[config.mk]
export PLATFORM = sky130hd
export DESIGN_NAME = sqwave_seq
export DESIGN_NICKNAME = d
export VERILOG_FILES = /design/src/rtl/sqseq_pkg.sv /design/src/rtl/sqseq_tone.sv /design/src/rtl/sqseq_dwell.sv /design/src/rtl/sqseq_fetch.sv /design/src/rtl/sqwave_seq.sv
export SDC_FILE = /design/constraint.sdc
export NUM_CORES = 1
export LEC_CHECK = 0
export ABC_AREA = 1
export BUFFER_PORTS_ARGS = -buffer_cell sky130_fd_sc_hd__buf_4
export CAP_MARGIN = 25
export CORE_UTILIZATION = 35
export CTS_BUF_LIST = sky130_fd_sc_hd__clkbuf_8
export DETAILED_ROUTE_END_ITERATION = 7
export MAX_ROUTING_LAYER = met4
export PLACE_DENSITY = 0.58
export RECOVER_POWER = 25
export SYNTH_ARGS = -nofsm -noshare
export SYNTH_HDL_FRONTEND = slang
export SYNTH_SLANG_ARGS = --single-unit
[constraint.sdc]
create_clock -name clk -period 2.4 [get_ports clk]
set_clock_uncertainty 0.1 [all_clocks]
set_input_delay 0.48 -clock clk [delete_from_list [all_inputs] [get_ports clk]]
set_output_delay 0.48 -clock clk [all_outputs]
set_load 0.05 [all_outputs]
[src/rtl/sqseq_pkg.sv]
package sqseq_pkg;
   localparam int BYTE_W    = 8;
   localparam int FIELD_W   = 16;
   localparam int PKT_BYTES = 8;
   localparam int LAST_USED = 5;   // offset of the final byte that is read
   localparam int NUM_TONES = 2;

   typedef logic [FIELD_W-1:0] field_t;
   typedef enum logic {ST_FETCH, ST_PLAY} seq_st_t;
endpackage

[src/rtl/sqseq_tone.sv]
module sqseq_tone #(
   parameter int PER_W = 16
) (
   input  logic             clk,
   input  logic             rst,
   input  logic             ld,
   input  logic [PER_W-1:0] ld_per,
   output logic             wave
);
   logic [PER_W-1:0] per, cnt, half;
   logic             idle, flip;

   assign half = per >> 1;
   assign idle = per < PER_W'(2);
   assign flip = !idle && (cnt == half - PER_W'(1));

   always_ff @(posedge clk) begin
      if (rst) begin
         per  <= '0;
         cnt  <= '0;
         wave <= 1'b0;
      end else if (ld) begin
         per  <= ld_per;
         cnt  <= '0;
         wave <= 1'b0;
      end else if (idle) begin
         cnt  <= '0;
         wave <= 1'b0;
      end else if (flip) begin
         cnt  <= '0;
         wave <= ~wave;
      end else begin
         cnt  <= cnt + PER_W'(1);
      end
   end

   assert_idle_low_R7: assert property (@(posedge clk) disable iff (rst)
      idle |=> !wave);
   assert_restart_low_R6: assert property (@(posedge clk) disable iff (rst)
      ld |=> !wave);
   assert_hold_between_R6: assert property (@(posedge clk) disable iff (rst)
      (!ld && !idle && !flip) |=> $stable(wave));
endmodule

[src/rtl/sqseq_dwell.sv]
module sqseq_dwell #(
   parameter int CNT_W = 16
) (
   input  logic             clk,
   input  logic             rst,
   input  logic             ld,
   input  logic [CNT_W-1:0] ld_cnt,
   output logic             busy,
   output logic             done
);
   logic [CNT_W-1:0] rem;

   assign busy = rem != '0;
   assign done = rem == CNT_W'(1);

   always_ff @(posedge clk) begin
      if (rst)       rem <= '0;
      else if (ld)   rem <= ld_cnt;
      else if (busy) rem <= rem - CNT_W'(1);
   end

   assert_start_R8: assert property (@(posedge clk) disable iff (rst)
      (ld && ld_cnt != '0) |=> busy);
   assert_end_R8: assert property (@(posedge clk) disable iff (rst)
      (done && !ld) |=> !busy);
endmodule

[src/rtl/sqseq_fetch.sv]
module sqseq_fetch
   import sqseq_pkg::*;
#(
   parameter int NUM_PKT = 4
) (
   input  logic                                             clk,
   input  logic                                             rst,
   input  logic [BYTE_W-1:0]                                rom_data,
   input  logic                                             dwell_done,
   output logic [$clog2(NUM_PKT)+$clog2(PKT_BYTES)-1:0]     rom_addr,
   output logic                                             ld_play,
   output field_t                                           dur,
   output field_t                                           per_a,
   output field_t                                           per_b
);
   localparam int PKT_W  = $clog2(NUM_PKT);
   localparam int OFS_W  = $clog2(PKT_BYTES);
   localparam int ADDR_W = PKT_W + OFS_W;
   localparam int HOLD_N = LAST_USED;
   localparam logic [OFS_W-1:0] PH_END  = OFS_W'(LAST_USED + 1);
   localparam logic [OFS_W-1:0] PH_LAST = OFS_W'(LAST_USED);
   localparam logic [PKT_W-1:0] PKT_TOP = PKT_W'(NUM_PKT - 1);

   seq_st_t                       st;
   logic [OFS_W-1:0]              ph;
   logic [PKT_W-1:0]              pkt, pkt_nxt;
   logic [HOLD_N-1:0][BYTE_W-1:0] hold;
   logic                          fetch_end;

   generate
      if ((NUM_PKT & (NUM_PKT - 1)) == 0) begin : g_wrap_pow2
         assign pkt_nxt = pkt + PKT_W'(1);
      end else begin : g_wrap_cmp
         assign pkt_nxt = (pkt == PKT_TOP) ? '0 : pkt + PKT_W'(1);
      end
   endgenerate

   assign dur       = {hold[1], hold[0]};
   assign per_a     = {hold[3], hold[2]};
   assign per_b     = {rom_data, hold[4]};
   assign fetch_end = (st == ST_FETCH) && (ph == PH_END);
   assign ld_play   = fetch_end && (dur != '0);

   always_comb begin
      if (st == ST_FETCH && ph <= PH_LAST) rom_addr = {pkt, ph};
      else if (st == ST_FETCH)             rom_addr = {pkt_nxt, OFS_W'(0)};
      else                                 rom_addr = {pkt, OFS_W'(0)};
   end

   always_ff @(posedge clk) begin
      if (rst) begin
         st  <= ST_FETCH;
         ph  <= '0;
         pkt <= '0;
      end else begin
         case (st)
            ST_FETCH: begin
               if (fetch_end) begin
                  ph  <= '0;
                  pkt <= pkt_nxt;
                  st  <= (dur != '0) ? ST_PLAY : ST_FETCH;
               end else begin
                  ph  <= ph + OFS_W'(1);
               end
            end
            default: if (dwell_done) st <= ST_FETCH;
         endcase
      end
   end

   always_ff @(posedge clk) begin
      if (rst) begin
         hold <= '0;
      end else begin
         for (int i = 0; i < HOLD_N; i++) begin
            if (st == ST_FETCH && ph == OFS_W'(i + 1)) hold[i] <= rom_data;
         end
      end
   end

   assert_unused_skipped_R3: assert property (@(posedge clk) disable iff (rst)
      rom_addr[OFS_W-1:0] <= PH_LAST);
   assert_addr_step_R2: assert property (@(posedge clk) disable iff (rst)
      (st == ST_FETCH && ph < PH_LAST) |=> rom_addr == ADDR_W'($past(rom_addr) + ADDR_W'(1)));
   assert_wrap_R10: assert property (@(posedge clk) disable iff (rst)
      (st == ST_FETCH && ph == PH_LAST && pkt == PKT_TOP) |=> rom_addr == '0);
   assert_zero_skip_R9: assert property (@(posedge clk) disable iff (rst)
      (fetch_end && dur == '0) |=> (st == ST_FETCH && ph == '0));
endmodule

[src/rtl/sqwave_seq.sv]
module sqwave_seq
   import sqseq_pkg::*;
#(
   parameter int NUM_PKT = 4
) (
   input  logic                                         clk,
   input  logic                                         rst,
   output logic [$clog2(NUM_PKT)+$clog2(PKT_BYTES)-1:0] rom_addr,
   input  logic [BYTE_W-1:0]                            rom_data,
   output logic                                         wave_a,
   output logic                                         wave_b
);
   field_t                           dur, per_a, per_b;
   logic                             ld_play, dwell_busy, dwell_done;
   logic [NUM_TONES-1:0][FIELD_W-1:0] per_vec;
   logic [NUM_TONES-1:0]             wave_vec;

   generate
      if (NUM_PKT < 2) begin : g_bad_cfg
         $error("sqwave_seq: NUM_PKT must be at least 2");
      end
   endgenerate

   sqseq_fetch #(.NUM_PKT(NUM_PKT)) u_fetch (
      .clk(clk), .rst(rst), .rom_data(rom_data), .dwell_done(dwell_done),
      .rom_addr(rom_addr), .ld_play(ld_play), .dur(dur), .per_a(per_a), .per_b(per_b)
   );

   sqseq_dwell #(.CNT_W(FIELD_W)) u_dwell (
      .clk(clk), .rst(rst), .ld(ld_play), .ld_cnt(dur),
      .busy(dwell_busy), .done(dwell_done)
   );

   assign per_vec = {per_b, per_a};

   generate
      for (genvar c = 0; c < NUM_TONES; c++) begin : g_tone
         sqseq_tone #(.PER_W(FIELD_W)) u_tone (
            .clk(clk), .rst(rst), .ld(ld_play), .ld_per(per_vec[c]), .wave(wave_vec[c])
         );
      end
   endgenerate

   assign wave_a = wave_vec[0];
   assign wave_b = wave_vec[1];

   assert_load_idle_R5: assert property (@(posedge clk) disable iff (rst)
      ld_play |-> !dwell_busy);
endmodule

## Yosys cells after proc, flatten, opt, wreduce, memory -nomap -nowiden

Cells that the tools add are included.

| operators by class | value |
|---|---|
| equal/unequal tests | 9 |
| divide/modulo/power cells | 0 |
| bitwise gates (word level) | 3 |
| add/subtract/negate cells | 7 |
| magnitude comparators | 3 |
| mux-type cells | 9 |
| multipliers | 0 |
| shift-type cells | 0 |
| reductions and logical operators | 20 |

Operators by type and width:

| kind | count |
|---|---|
| adder 16 x 1 -> 16 bit, second input constant | 2 |
| == test 16 bit | 2 |
| < comparator 16 x 2 -> 1 bit, second input constant | 2 |
| two-way mux 16 bit | 2 |
| nonzero test 16 bit | 2 |
| subtractor 15 x 1 -> 16 bit, second input constant | 2 |
| == test 16 x 1 -> 1 bit, second input constant | 1 |
| subtractor 16 x 1 -> 16 bit, second input constant | 1 |
| logical AND 1 bit | 10 |
| two-way mux 5 bit | 2 |
| == test 3 bit, second input constant | 3 |
| OR reduction 4 bit | 2 |
| == test 3 x 2 -> 1 bit, second input constant | 2 |
| OR reduction 3 bit | 2 |
| two-way mux 1 bit | 4 |
| adder 3 x 1 -> 3 bit, second input constant | 1 |
| == test 3 x 1 -> 1 bit, second input constant | 1 |
| <= comparator 3 bit, second input constant | 1 |
| two-way mux 3 bit | 1 |
| inverter 1 bit | 3 |
| adder 2 x 1 -> 2 bit, second input constant | 1 |
| zero test 1 bit | 2 |
| AND reduction 2 bit | 1 |
| nonzero test 2 bit | 1 |

| word-level totals | value |
|---|---|
| flip-flop bits (word level) | 128 |
| memories | 0 |
| word-level logic and storage cells | 66 |
| memory bits (read-only) | 0 |
| memory bits (writable) | 0 |
| bits in latches | 0 |

## Depth between registers and ports, before layout

Gate-level depths: netlist (run 1).

| logic depth | value |
|---|---|
| depth after elaboration | 4 |
| mapped depth | 14 |
| depth with buffers taken out | 14 |

## Cells and area by module

From an unflattened synthesis (run 1), not the netlist that was laid out.

| second synthesis, totals | value |
|---|---|
| cells, all modules | 985 |
| area total of the unflattened synthesis | 6726.5 um^2 |

Modules (own cells, without submodules):

| module | times used | cells each | area an instance (um^2) | seq. area each (um^2) |
|---|---|---|---|---|
| sqseq_tone | 2 | 280 | 1884.3 | 640.6 |
| sqseq_fetch | 1 | 247 | 1869.3 | 920.9 |
| sqseq_dwell | 1 | 178 | 1088.5 | 320.3 |

## Worst setup path before layout (run 1)

No wires, ideal clock.

| timing | value |
|---|---|
| path kind | flip-flop to output port |
| start | reg u_fetch.ph[1] |
| end | out rom_addr[3] |
| path buffers | 0 |
| arrival time | 1.836 ns |
| path slack | -0.016 ns |
| stages on the path, launching flop included | 7 |
| cells stage by stage | dfxtp_1 > inv_1 > ha_1 > inv_1 > o211ai_1 > or2_2 > xor2_1 |

| between the ends | value |
|---|---|
| word-level cells in the longest chain between the ends | 3 |

RTL lines:

| element | RTL line | source |
|---|---|---|
| start, declared | sqseq_fetch.sv:25 | `logic [OFS_W-1:0] ph;` |
| start signal, assigned | sqseq_fetch.sv:63 | `ph <= ph + OFS_W'(1);` |
| <= comparator 3 bit | sqseq_fetch.sv:45 | `if (st == ST_FETCH && ph <= PH_LAST) rom_addr = {pkt, ph};` |
| logical AND 1 bit | sqseq_fetch.sv:45 |  |
| two-way mux 5 bit | sqseq_fetch.sv:45 |  |
| end, declared | sqwave_seq.sv:8 | `output logic [$clog2(NUM_PKT)+$clog2(PKT_BYTES)-1:0] rom_addr,` |

Every way passes these cells.

## Worst setup path after layout (run 1)

| timing | value |
|---|---|
| start | reg u_fetch.ph[1] |
| end | out rom_addr[4] |

Same word-level chain as after synthesis.

==> results_dict.tcl, run 1 <==
set metrics [dict create \
    power.leakage_nw 3.13 \
    hpwl_um 10300 \
    synth_enable_flop_cells 0 \
    setup_slack_ns -0.0581 \
    regArea_um2 2480 \
    ioPinCount 17 \
    synth.yosys.seq_area_share 0.388 \
    swShare 0.343 \
    drive_above_1_share 0.102 \
    hold_viol 0 \
    finalWirelength_um 14500 \
    start_util 0.357 \
    antenna_found_initial 0 \
    cts_tree "done" \
    grt_pass1_vias 5185 \
    worstPathMaxFanout 2 \
    numCtsBuffers 17 \
    yosysTopAreaCellShare 0.388 \
    endpoint_kind "output pin" \
    clkPwrFrac 0.334 \
    cts_max_level 4 \
    synth_area_leader_cell "dfxtp_1" \
    grt_overflow 0 \
    power.switching_mw 1.80 \
    status "finished, violations left" \
    yosysMostFrequentCell "nor2_1" \
    viasPerCell 4.67 \
    synth-warning-count 0 \
    gp_congestion 0.863 \
    async_flop_share 0 \
    synth_flop_cell "dfxtp_1" \
    synth_area_leaders "dfxtp_1 (39%), nor2_1 (12%), nand2_1 (8.9%), o21ai_0 (6.5%), inv_1 (5.8%)" \
    worstSetupPathType "register to output pin" \
    clk_latency_ns 0.45 \
    required_ns 1.82 \
    rr_worst_depth 12 \
    vias 5594 \
    crit_start "u_fetch.ph[1]" \
    coreArea_um2 17900 \
    power_frac_comb 0.224 \
    tns_ns -0.0581 \
    route.detailed.drc 0 \
    violations "setup timing" \
    hold_class "primary input to register" \
    r2r_end "g_tone[1].u_tone.cnt[15]" \
    antenna_cells 0 \
    clock_path_buffers 2 \
    p_per_area_nw_per_um2 727 \
    critPathArrivalTime_ns 1.88 \
    top_layer "met4" \
    syn-mean-instance-area_um2 6.89 \
    drt_first_iter_violations 337 \
    synthCells 928 \
    p_int_mw 3.45 \
    synth_common_cells "nor2_1 (207), nand2_1 (152), dfxtp_1 (124)" \
    reg2reg_from "g_tone[1].u_tone.per[1]" \
    synth.distinct_cells 39 \
    wire_per_inst_um 12.1 \
    drv_slew 0 \
    fill_cells 1934 \
    clock_sinks 124 \
    wl_met1_um 7550 \
    ff2ff_setup_slack_ns 0.20 \
    synth-seq-cells 124 \
    met3WireLength_um 407 \
    fmax_mhz 407 \
    p_seq_frac 0.442 \
    setup_viol 1 \
    worstMarginPinSlew_ns 0.589 \
    grt_start_max_net_pins 46 \
    hold_depth 2 \
    area_delta_synth_final_pct 12.9 \
    fp-row-count 49 \
    routed-wl-met2_um 6380 \
    synth.net_count 949 \
    firstDrtPassIters 5 \
    fin_crit_ns 2.46 \
    io_buffers 16 \
    gr-usage-all-layers 0.172 \
    die_area_um2 18800 \
    period_share 1.02 \
    syn-cell-area_um2 6390 \
    multi_input_area_um2 3480 \
    clkTransAtPathRegs_ns 0.09 \
    cp-endpoint "rom_addr[4]" \
    fin_nets 976 \
    hold_ws_ns 0.190 \
    startpoint_type "register" \
    rsz0062_at_grt "true" \
    grt_pass1_wl_um 24700 \
    max_cap_viol_count 0 \
    ir_drop_v 0.000461 \
    postRouteAntennaNets 0 \
    clockRootBuffer "clkbuf_8" \
    die_h_um 137 \
    fp.dieW_um 137 \
    maxSlewHeadroom 0.609 \
]
## sequential cells by signal (all words and copies together) (netlist names), 3 cells and up
| signal | cells |
|---|---|
| u_fetch.per_b | 7 |
| u_dwell.rem | 16 |
| u_fetch.ph | 3 |
| u_fetch.dur | 16 |
| u_fetch.per_a | 15 |
| g_tone.u_tone.cnt | 32 |
| g_tone.u_tone.per | 30 |
## worst max-delay path: stages, from the launching register on
cell      delay (ns)
dfxtp_2         0.35
inv_2           0.05
ha_4            0.15
inv_2           0.05
o211ai_1        0.09
or2_4           0.27
mux2_4          0.31
buf_8           0.15
## logic make-up after synthesis
kind of cell | share of synthesized area
AND/OR/NAND/NOR | 0.328
AO/OA/AOI/OAI | 0.112
flip-flops | 0.388
buffers and inverters | 0.0754
XOR/XNOR | 0.0734
adder cells (fa/ha/maj) | 0.0215
multiplexers | 0.00176
## layout by cell type, fill, tap and decap left out, drive strengths merged, types with 6 or more instances in the layout
cell type / instances
nand2: 156
a211oi: 6
xor2: 41
o21ai: 84
a21oi: 38
xnor2: 10
inv: 106
dfxtp: 124
buf: 27
clkbuf: 22
nand3: 50
nor2: 223
nor3: 24
ha: 11
nor4: 7
nand4: 15
## how the worst min path moves through the flow
| stage | start | to | slack [ns] |
|---|---|---|---|
| 2_1_floorplan | g_tone[1].u_tone.cnt[0] | g_tone[1].u_tone.cnt[0] | 0.34 |
| 3_3_place_gp | u_fetch.per_a[8] | u_fetch.per_a[8] | 0.36 |
| 3_5_place_dp | g_tone[1].u_tone.cnt[0] | g_tone[1].u_tone.cnt[0] | 0.36 |
| 4_1_cts | rst | u_fetch.ph[1] | 0.17 |
| 5_1_grt | rst | u_dwell.rem[7] | 0.18 |
| 6_report | rst | u_fetch.ph[1] | 0.19 |
## routing by layer
metal	vias to the layer above	global-route usage
met3	14	0.0381
met4	0	0.0525
met2	72	0.260
met1	2474	0.229
li1	3034	-
met5	-	-
## power groups by stage
stage / Combinational (mW) / Clock, mW / Sequential (mW)
after floorplan: 0.906 / 0 / 2.34
after global placement: 1.13 / 0 / 2.37
after detailed placement: 1.14 / 0 / 2.37
after CTS: 1.16 / 1.80 / 2.32
after global routing: 1.36 / 1.90 / 2.34
final: 1.17 / 1.76 / 2.32
## cell type report
class,count,share of cell area
clock inverter,13,0.0146
clock buffer,19,0.0362
sequential,124,0.344
inverter,99,0.0515
tap,229,0.0397
timing repair buffer,30,0.0312
multi-input combinational,683,0.482
## per-stage QoR
stage	power (mW)	setup slack (ns)	cell area (um2)	instances	utilization
after floorplan	3.24	0.241	6400	928	-
after global placement	3.50	0.219	6770	1160	0.378
after detailed placement	3.51	0.187	6770	1160	0.378
after CTS	5.29	-0.0798	7180	1195	0.401
after global routing	5.60	-0.131	7220	1197	0.403
final	5.25	-0.0581	7220	1197	0.403
## what timing repair did
action,4_1_cts,5_1_grt
endpoints found under the setup margin,2,18
pin swaps,1,1
hold buffers,0,0
endpoints found under the hold margin,0,0
resized for setup,10,5
setup buffers,3,2
Power figures use the tool's default switching activity.
==> run 2: changes to the inputs <==
--- a/config.mk
+++ b/config.mk
@@ -12,7 +12,7 @@
 export CTS_BUF_LIST = sky130_fd_sc_hd__clkbuf_8
 export DETAILED_ROUTE_END_ITERATION = 7
 export MAX_ROUTING_LAYER = met4
-export PLACE_DENSITY = 0.58
+export PLACE_DENSITY_LB_ADDON = 0.25
 export RECOVER_POWER = 25
 export SYNTH_ARGS = -nofsm -noshare
 export SYNTH_HDL_FRONTEND = slang
==> constraint.sdc (replaced) <==
create_clock -name clk -period 2.4 [get_ports clk]
set_clock_uncertainty 0.1 [all_clocks]
set_input_delay 0.48 -clock clk [delete_from_list [all_inputs] [get_ports clk]]
set_output_delay 0.48 -clock clk [all_outputs]
set_load 0.01 [all_outputs]
==> results_dict.tcl, run 2 (synthesized netlist as in run 1, its figures left out) <==
set metrics [dict create \
    cts_hold_buf 0 \
    firstDrtPassIters 5 \
    ir_drop_v 0.000540 \
    tns_ns 0 \
    gr-usage-all-layers 0.171 \
    grt_pass1_vias 5113 \
    cts_max_level 4 \
    drv_slew 0 \
    period_share 0.994 \
    clock_sinks 124 \
    rsz0062_at_grt "true" \
    die_area_um2 18800 \
    antenna_cells 0 \
    numCtsBuffers 17 \
    p_per_area_nw_per_um2 732 \
    finalWirelength_um 14500 \
    layout_common_cells "nor2_1 (207), nand2_1 (152), dfxtp_1 (122), inv_1 (98), o21ai_0 (83)" \
    required_ns 1.82 \
    start_util 0.357 \
    power.leakage_nw 3.13 \
    drive_above_1_share 0.0973 \
    clk_latency_ns 0.44 \
    status "finished clean" \
    drt_first_iter_violations 389 \
    clkTransAtPathRegs_ns 0.08 \
    grt_overflow 0 \
    vias 5664 \
    die_h_um 137 \
    worstSetupPathType "register to output pin" \
    hold_depth 2 \
    clockRootBuffer "clkbuf_8" \
    fill_cells 1935 \
    io_buffers 16 \
    critPathArrivalTime_ns 1.81 \
    hold_viol 0 \
    top_register "g_tone.u_tone.cnt" \
    reg.largest.list "g_tone.u_tone.cnt x32, g_tone.u_tone.per x30" \
    cts_tree "done" \
    gp_congestion 0.907 \
    hold_ws_ns 0.195 \
    max_cap_viol_count 0 \
    rr_worst_depth 9 \
    layout_commonest_cell "nor2_1" \
    area_delta_synth_final_pct 12.4 \
    antenna_found_initial 0 \
    route.detailed.drc 0 \
    finalNonFillerCells 1195 \
    ioPinCount 17 \
    endpoint_kind "output pin" \
    clock_path_buffers 2 \
    wire_per_inst_um 12.1 \
    fp-row-count 49 \
    grt_pass1_wl_um 24400 \
    fin_crit_ns 2.39 \
    dp.cells 1159 \
    viasPerCell 4.74 \
    fmax_mhz 419 \
    coreArea_um2 17900 \
    largest_reg_flops 32 \
    postRouteAntennaNets 0 \
    maxSlewHeadroom 0.711 \
    worstMarginPinSlew_ns 0.432 \
    setup_viol 0 \
    fin_nets 974 \
    hpwl_um 10600 \
    hold_class "primary input to register" \
    grt_start_max_net_pins 47 \
    startpoint_type "register" \
    worstPathMaxFanout 2 \
    fp.dieW_um 137 \
]
-- run 2: what timing repair did --
| action | 4_1_cts | 5_1_grt |
|---|---|---|
| gates resized for setup | 9 | 1 |
| buffers inserted | 3 | 1 |
| endpoints found under the setup margin | 2 | 18 |
| pin swaps | 1 | 1 |
-- run 2: worst max-delay path, cell delays in order (launching register included) --
cell and delay, ns:
dfxtp_2 0.34, inv_2 0.05, ha_4 0.15, inv_2 0.05, o211ai_1 0.09, or2_4 0.25, mux2_4 0.31, buf_6 0.12
-- run 2: layout make-up --
class / count / area (um2) / share of cell area
inverter: 99 / 372 / 0.0518
tap: 229 / 287 / 0.0399
multi-input combinational: 683 / 3450 / 0.480
sequential: 124 / 2480 / 0.346
clock buffer: 18 / 248 / 0.0345
clock inverter: 14 / 135 / 0.0188
timing repair buffer: 28 / 206 / 0.0288
-- run 2: power by group --
part           leakage (nW)  switching, mW  total, mW  internal (mW)
Sequential             1.01          0.113       2.32           2.21
Combinational          1.93          0.688       1.13          0.442
Clock                 0.195          0.935       1.80          0.869
-- run 2: worst paths after layout --
kind	end	from	slack (ns)
max reg2reg	g_tone[1].u_tone.cnt[11]	u_fetch.ph[0]	0.25
max	rom_addr[4]	u_fetch.ph[1]	0.01
min reg2reg	u_fetch.per_a[5]	u_fetch.per_a[5]	0.38
min	u_dwell.rem[7]	rst	0.19
-- run 2: layer usage --
metal | wire (um) | part of all wire | track usage
met1 | 7410 | 0.51 | 0.225
met2 | 6420 | 0.44 | 0.258
met3 | 567 | 0.039 | 0.0419
met4 | 107 | 0.0074 | 0.0495
met5 | 0 | 0 | -
-- run 2: through the flow --
step | worst slack [ns] | utilization | power [mW] | instance area [um2]
2_1_floorplan | 0.450 | - | 3.22 | 6390
3_3_place_gp | 0.266 | 0.377 | 3.48 | 6750
3_5_place_dp | 0.231 | 0.377 | 3.48 | 6750
4_1_cts | -0.0327 | 0.401 | 5.32 | 7180
5_1_grt | -0.0845 | 0.401 | 5.62 | 7180
6_report | 0.0133 | 0.401 | 5.25 | 7180
